## src/rtl/sidm_pkg.sv

```systemverilog
package sidm_pkg;
  typedef enum logic [1:0] {
    MODE_ALL   = 2'd0,
    MODE_EXACT = 2'd1,
    MODE_SPAN  = 2'd2
  } sidm_mode_e;
endpackage

```

## src/rtl/sidm_cfg_select.sv

```systemverilog
module sidm_cfg_select
  import sidm_pkg::*;
(
  input  logic       filt_en,
  input  logic       span_mode,
  output sidm_mode_e mode
);
  always_comb begin
    if (!filt_en)       mode = MODE_ALL;
    else if (span_mode) mode = MODE_SPAN;
    else                mode = MODE_EXACT;
  end
endmodule

```

## src/rtl/sidm_mask_gen.sv

```systemverilog
module sidm_mask_gen
  import sidm_pkg::*;
#(
  parameter int SID_W = 32
) (
  input  sidm_mode_e       mode,
  input  logic [SID_W-1:0] value,
  output logic [SID_W-1:0] ign_mask
);
  // Trailing ones plus the zero above them: value ^ (value + 1).
  function automatic logic [SID_W-1:0] span_field(input logic [SID_W-1:0] v);
    logic [SID_W-1:0] inc;
    inc = v + SID_W'(1);
    return v ^ inc;
  endfunction

  always_comb begin
    unique case (mode)
      MODE_SPAN:  ign_mask = span_field(value);
      MODE_EXACT: ign_mask = '0;
      default:    ign_mask = '1;
    endcase
  end
endmodule

```

## src/rtl/sidm_compare.sv

```systemverilog
module sidm_compare #(
  parameter int SID_W = 32
) (
  input  logic [SID_W-1:0] value,
  input  logic [SID_W-1:0] sid,
  input  logic [SID_W-1:0] ign_mask,
  output logic             hit
);
  function automatic logic masked_eq(input logic [SID_W-1:0] a,
                                     input logic [SID_W-1:0] b,
                                     input logic [SID_W-1:0] dc);
    return ((a ^ b) & ~dc) == '0;
  endfunction

  assign hit = masked_eq(value, sid, ign_mask);
endmodule

```

## src/rtl/sid_span_matcher.sv

```systemverilog
module sid_span_matcher
  import sidm_pkg::*;
#(
  parameter int SID_W = 32
) (
  input  logic             clk,
  input  logic             rst_n,
  input  logic             filt_en,
  input  logic             span_mode,
  input  logic [SID_W-1:0] match_val,
  input  logic             sid_vld,
  input  logic [SID_W-1:0] sid,
  output logic             sid_hit
);
  localparam logic [SID_W-1:0] ALL_ONES = '1;

  sidm_mode_e       mode;
  logic [SID_W-1:0] ign_mask;
  logic             raw_hit;

  sidm_cfg_select u_cfg (
    .filt_en   (filt_en),
    .span_mode (span_mode),
    .mode      (mode)
  );

  sidm_mask_gen #(.SID_W(SID_W)) u_mask (
    .mode     (mode),
    .value    (match_val),
    .ign_mask (ign_mask)
  );

  sidm_compare #(.SID_W(SID_W)) u_cmp (
    .value    (match_val),
    .sid      (sid),
    .ign_mask (ign_mask),
    .hit      (raw_hit)
  );

  always_ff @(posedge clk or negedge rst_n) begin
    if (!rst_n) sid_hit <= 1'b0;
    else        sid_hit <= sid_vld & raw_hit;
  end

  // the don't-care field is always a contiguous run from bit 0.
  a_r4_mask_contiguous: assert property (@(posedge clk) disable iff (!rst_n)
    $onehot0(ign_mask + SID_W'(1)));

  // pattern mode always ignores at least bit 0.
  a_r4_mask_lsb: assert property (@(posedge clk) disable iff (!rst_n)
    (filt_en && span_mode) |-> ign_mask[0]);

  // an all-ones value in pattern mode ignores every bit.
  a_r6_all_ones: assert property (@(posedge clk) disable iff (!rst_n)
    (filt_en && span_mode && match_val == ALL_ONES) |-> (ign_mask == ALL_ONES));

  // no strobe, no hit.
  a_r2_idle_low: assert property (@(posedge clk) disable iff (!rst_n)
    !sid_vld |=> !sid_hit);

  // bypassed filter hits on every strobe.
  a_r7_bypass_hit: assert property (@(posedge clk) disable iff (!rst_n)
    (sid_vld && !filt_en) |=> sid_hit);

  // exact mode, equal StreamID hits.
  a_r3_exact_equal: assert property (@(posedge clk) disable iff (!rst_n)
    (sid_vld && filt_en && !span_mode && sid == match_val) |=> sid_hit);

  // exact mode, any differing bit misses.
  a_r3_exact_diff: assert property (@(posedge clk) disable iff (!rst_n)
    (sid_vld && filt_en && !span_mode && sid != match_val) |=> !sid_hit);
endmodule

```

## config.mk

```make
export PLATFORM = sky130hd
export DESIGN_NAME = sid_span_matcher
export DESIGN_NICKNAME = d
export VERILOG_FILES = /design/src/rtl/sidm_pkg.sv /design/src/rtl/sidm_cfg_select.sv /design/src/rtl/sidm_mask_gen.sv /design/src/rtl/sidm_compare.sv /design/src/rtl/sid_span_matcher.sv
export SDC_FILE = /design/constraint.sdc
export NUM_CORES = 1
export LEC_CHECK = 0
export BUFFER_PORTS_ARGS = -buffer_cell sky130_fd_sc_hd__buf_2
export CAP_MARGIN = 20
export CORE_ASPECT_RATIO = 1.1
export CORE_UTILIZATION = 43
export DETAILED_ROUTE_END_ITERATION = 16
export GPL_ROUTABILITY_DRIVEN = 0
export PLACE_DENSITY = 0.81
export SLEW_MARGIN = 5
export SYNTH_ARGS = -nofsm -noshare
export SYNTH_HDL_FRONTEND = slang
export SYNTH_HIERARCHICAL = 1
export SYNTH_SLANG_ARGS = --single-unit
```

## constraint.sdc

```tcl
create_clock -name clk -period 0.8 [get_ports clk]
set_input_delay 0.08 -clock clk [delete_from_list [all_inputs] [get_ports clk]]
set_output_delay 0.08 -clock clk [all_outputs]
set_load 0.02 [all_outputs]
```

Word-level counts from Yosys, hierarchy flattened
Cells that the tools add are included.
{"block": "word_totals", "in_bits": 69, "register_bits": 1}
{"block": "classes", "n_mux": 3, "reduce_logical": 1, "eq_ne": 2, "n_addsub": 1, "bitwise": 5}
{"op": "$pmux W32 S2", "count": 1}
{"op": "$xor A32 B32 Y32", "count": 2}
{"op": "$add A32 B1 Y32 const B", "count": 1}
{"op": "$and A32 B32 Y32", "count": 1}
{"op": "$logic_not A32 Y1", "count": 1}
{"op": "$not A32 Y32", "count": 1}
{"op": "$mux W2", "count": 2}
{"op": "$eq A2 B1 Y1 const B", "count": 1}
{"op": "$eq A2 B2 Y1 const B", "count": 1}
{"op": "$and A1 B1 Y1", "count": 1}

Logic depth before layout (Yosys ltp)
{"block": "logic_depth", "word_depth": 8, "depth_mapped": 11}

By module
The synthesis kept the hierarchy.
{"module": "sidm_mask_gen", "seq_area_each_um2": 0.0, "instances": 1, "cells_per_inst": 97, "area_each_um2": 619.3}
{"module": "sidm_compare", "seq_area_each_um2": 0.0, "instances": 1, "cells_per_inst": 53, "area_each_um2": 414.1}
{"module": "sid_span_matcher", "seq_area_each_um2": 25.0, "instances": 1, "cells_per_inst": 2, "area_each_um2": 31.3}
{"module": "sidm_cfg_select", "seq_area_each_um2": 0.0, "instances": 1, "cells_per_inst": 2, "area_each_um2": 16.3}

Least setup slack after synthesis
No wires, ideal clock.
{"block": "synth_path", "path_type": "input to register", "start": "input port span_mode", "end": "register sid_hit", "setup_ps": 66, "required_ps": 734, "stages": 10, "t_arrival_ps": 1662, "path_slack_ps": -927, "path_cell_list": "and2b_2 > nand2b_4 > buf_6 > nor3_4 > nand4_4 > o21ai_2 > o22ai_1 > nor4_1 > and4_1 > and2_1"}
{"block": "synth_via", "elab_chain_len": 8, "elab_cells_between_ends": 9, "classes_between": "eq/ne (2); mux (3); bitwise (3); reduce/logical (1)"}
{"item": "start, declared", "line_no": "sid_span_matcher.sv:9", "text": "input logic span_mode,"}
{"item": "$mux W2 (*)", "line_no": "sidm_cfg_select.sv:10", "text": "else if (span_mode) mode = MODE_SPAN;"}
{"item": "$mux W2 (*)", "line_no": "sidm_cfg_select.sv:9", "text": "if (!filt_en) mode = MODE_ALL;"}
{"item": "$eq A2 B1 Y1 or $eq A2 B2 Y1 (tied branches)", "line_no": "sidm_mask_gen.sv:18", "text": "unique case (mode)"}
{"item": "$pmux W32 S2 (*)", "line_no": "sidm_mask_gen.sv:18"}
{"item": "via ign_mask[29]", "line_no": "sid_span_matcher.sv:18", "text": "logic [SID_W-1:0] ign_mask;"}
{"item": "$not A32 Y32 (*)", "line_no": "sidm_compare.sv:12", "text": "return ((a ^ b) & ~dc) == '0;"}
{"item": "$and A32 B32 Y32 (*)", "line_no": "sidm_compare.sv:12"}
{"item": "$logic_not A32 Y1 (*)", "line_no": "sidm_compare.sv:12"}
{"item": "via raw_hit", "line_no": "sid_span_matcher.sv:19", "text": "logic raw_hit;"}
{"item": "$and A1 B1 Y1 (*)", "line_no": "sid_span_matcher.sv:42", "text": "else sid_hit <= sid_vld & raw_hit;"}
{"item": "end signal, assigned", "line_no": "sid_span_matcher.sv:42"}
{"item": "end, declared", "line_no": "sid_span_matcher.sv:13", "text": "output logic sid_hit"}
Mark *: on every way through the listed nets, which the timed path passes. The rest lies on a longest branch.

Worst setup path after layout
{"block": "layout_path", "start": "input port filt_en", "end": "register sid_hit"}
{"block": "layout_via", "elab_chain_len": 7, "elab_cells_between_ends": 8, "classes_between": "eq/ne (2); mux (2); bitwise (3); reduce/logical (1)"}
{"item": "start, declared", "line_no": "sid_span_matcher.sv:8", "text": "input logic filt_en,"}
{"item": "$mux W2 (*)", "line_no": "sidm_cfg_select.sv:9"}
{"item": "via mode[0]", "line_no": "sid_span_matcher.sv:17", "text": "sidm_mode_e mode;"}
{"item": "$eq A2 B1 Y1 or $eq A2 B2 Y1 (tied branches)", "line_no": "sidm_mask_gen.sv:18"}
{"item": "$pmux W32 S2 (*)", "line_no": "sidm_mask_gen.sv:18"}
{"item": "via ign_mask[9]", "line_no": "sid_span_matcher.sv:18"}
{"item": "$not A32 Y32 (*)", "line_no": "sidm_compare.sv:12"}
{"item": "$and A32 B32 Y32 (*)", "line_no": "sidm_compare.sv:12"}
{"item": "$logic_not A32 Y1 (*)", "line_no": "sidm_compare.sv:12"}
{"item": "via raw_hit", "line_no": "sid_span_matcher.sv:19"}
{"item": "$and A1 B1 Y1 (*)", "line_no": "sid_span_matcher.sv:42"}
Marks and branches as above.

==> impl_results.md <==
* Run status: finished with violations
* Failing checks: negative setup slack
* CP max-delay cell: or2_1
* Most frequent cells after synthesis: 33 x xnor2_1, 19 x nand2_1, 16 x o22ai_1, 11 x nand3_1, 9 x nor2_1
* DR DRC count at 0
* Routed length per instance at 15.3 µm
* Drt first pass iters at 4
* Setup TNS at -1.21 ns
* Post-DP Area at 1820 µm²
* Warnings, synthesis at 6
* # diodes at 0
* Syn_nets at 224
* PnR worst setup slack at -1.21 ns
* Reg power frac at 4.6%
* HPWL Detailed at 3570 µm
* Syn avg cell area at 7.02 µm²
* Clk pwr share at 0%
* Final-report hold violation count at 0
* Std cell rows at 18
* Layout cells sized above 1 at 56.3%
* Yosys reg bits at 1
* Sequential area share after synthesis at 2.31%
* Layout net count at 349
* Core area at 2320 µm²
* GRT met3 Usage at 1.67%
* Int Power at 0.622 mW
* Met2 GRT Util at 64.6%
* Number of synthesized flops with an enable pin at 0
* Sw Ratio at 44.1%
* Layout area overhead at 79.1%
* Post-layout instance area at 1940 µm²
* Slew headroom at 67.2%
* Number of flip-flops in the largest register at 1
* Final antenna-violating net count at 0
* Critical path startpoint category: input pin
* Max incr delay on CP at 0.27 ns
* Post-DR vias/cell at 5.62
* Layer with the highest usage: met2
* Asr flop ratio synth at 100%
* First-pass GRT wire length at 6540 µm
* # fillers at 149
* WS Path Type: input pin to flop
* Fmax at 0.498 GHz
* Period minus WS final at 2.01 ns
* Final period utilization at 251%
* Comb pwr share at 95.4%
* Vias in the first global route at 1595
* Most numerous cell in the Yosys netlist: xnor2_1
* Met1 global-route usage at 34.5%
* Mapped Cells at 154
* HP Class: input pin to flop
* PD cells at 574 nW/µm²
* Die W at 49.8 µm
* Top cell type's share of synthesized area at 26.7%
* Peak VDD IR at 0.421 mV
* CP required at 0.73 ns
* Die ar. at 2720 µm²
* Initial DRC Count at 90
* Max cap viols at 0
* Starting Density at 46.6%
* I/O Buffers at 69
* RSZ-0062 raised after global routing: true
* Netlist cell types at 41
* Critical Path AT at 1.94 ns
* Final setup fails at 1
* Top cells by area, synth: xnor2_1 27%, o22ai_1 9.3%, nand2_1 6.6%
* CP Max Fanout at 6
* Largest net degree at the start of global routing at 12
* Worst slew pin tran at 0.488 ns
* Initial antenna violation count at 0
* Endpoint type of the worst setup path: flop
* Biggest register: sid_hit
* CP cell instances: buf_6, and2b_2, nand2b_4, buf_4, or2_1, o31ai_1, o22ai_1, nor4_1, and4_1, and2_1
* Die Y at 54.6 µm
* Cell Area, Synth at 1080 µm²
* Net Sw Power at 0.490 mW
* Grt total ovfl at 0
* IO Pins at 70
* Routed Wire Length at 4700 µm
* Biggest regs: sid_hit: 1 flops
* Synth Flop Type: dfrtp_1
* Global-route usage over all layers at 31.1%
* Area leader, netlist: xnor2_1
* Lkg Pwr at 0.885 nW
* Vias post-DR at 1726
* Max-slew violation count at 0
* Clock slew at reported path FFs at 0 ns
==> cells in the final DEF, fill, tap and decap left out, drive strengths merged <==
cell	synthesis	final
ha	1	1
or2	1	1
nor2	11	11
nand2	19	19
nor4	5	5
nand3	13	13
dlygate4sd3	0	1
a21oi	6	6
o41ai	1	1
nand4b	1	1
and2b	2	2
a41o	1	1
nor2b	1	1
and2	2	2
buf	4	126
dfrtp	1	1
inv	2	2
and4	2	2
a21boi	2	2
nand2b	1	1
nand4	8	8
a31oi	1	1
o21ai	11	11
xnor2	33	33
o31ai	2	2
o22ai	16	16
and3	3	3
nor3	4	4
==> path summary, 6_finish.rpt <==
| path | start | to | slack [ns] | cells past startpoint |
|---|---|---|---|---|
| max in group asynchronous | rst_n | sid_hit | 0.32 | 2 |
| setup / recovery | filt_en | sid_hit | -1.21 | 10 |
| hold / removal | sid_vld | sid_hit | 0.31 | 2 |
| min in group asynchronous | rst_n | sid_hit | 0.39 | 2 |
==> cell type report <==
| type | count | area, µm² | area share [%] |
|---|---|---|---|
| Timing Repair Buffer | 127 | 800 | 41.3 |
| Sequential cell | 1 | 25.0 | 1.29 |
| Inverter | 2 | 7.51 | 0.388 |
| Tap cell | 30 | 37.5 | 1.94 |
| Multi-Input combinational cell | 147 | 1070 | 55.1 |
==> metrics by stage <==
step / util (%) / total power, mW / instances / setup slack (ns) / hold slack, ns
5_1_grt: 83.4 / 1.19 / 307 / -1.35 / 0.317
4_1_cts: 81.4 / 1.05 / 306 / -1.20 / 0.314
3_5_place_dp: 78.4 / 1.01 / 300 / -1.28 / -0.142
2_1_floorplan: - / 0.512 / 154 / -0.845 / -0.216
3_3_place_gp: 78.4 / 0.996 / 300 / -1.17 / -0.144
6_report: 83.4 / 1.11 / 307 / -1.21 / 0.315
==> worst max-delay path: cells and delay by family <==
family | cells | cell delay [ns]
and+or+nand+nor | 6 | 1.24
AOI/OAI and AO/OA | 2 | 0.37
buffers and inverters | 2 | 0.25
==> kinds of logic after synthesis <==
group | Yosys count | synth area share [%]
compound gates | 40 | 25.5
flops | 1 | 2.31
fa+ha+maj | 1 | 1.16
simple gates | 73 | 40.4
buf+inv | 6 | 3.93
xor+xnor | 33 | 26.7
==> power groups by stage <==
stage | combinational (mW) | sequential [mW] | clock (mW)
after floorplan | 0.460 | 0.0517 | 0
after global placement | 0.944 | 0.0516 | 0
after detailed placement | 0.961 | 0.0516 | 0
after CTS | 0.995 | 0.0516 | 0
after global routing | 1.13 | 0.0516 | 0
final | 1.06 | 0.0516 | 0
==> per-layer routing <==
layer	share of wire [%]	wire [µm]	vias to the layer above
li1	-	-	824
met1	38	1760	763
met2	51	2380	112
met3	6.9	323	27
met4	4.9	228	0
met5	0	0	-
==> timing repair <==
| action | in CTS | in global routing |
|---|---|---|
| hold endpoints to repair | 1 | 0 |
| hold buffers | 1 | 0 |
| setup buffers | 5 | 1 |
| gates resized for setup | 6 | 10 |
| pin swaps | 9 | 7 |
| endpoints found under the setup margin | 1 | 1 |
(Power assumes the default switching activity.)
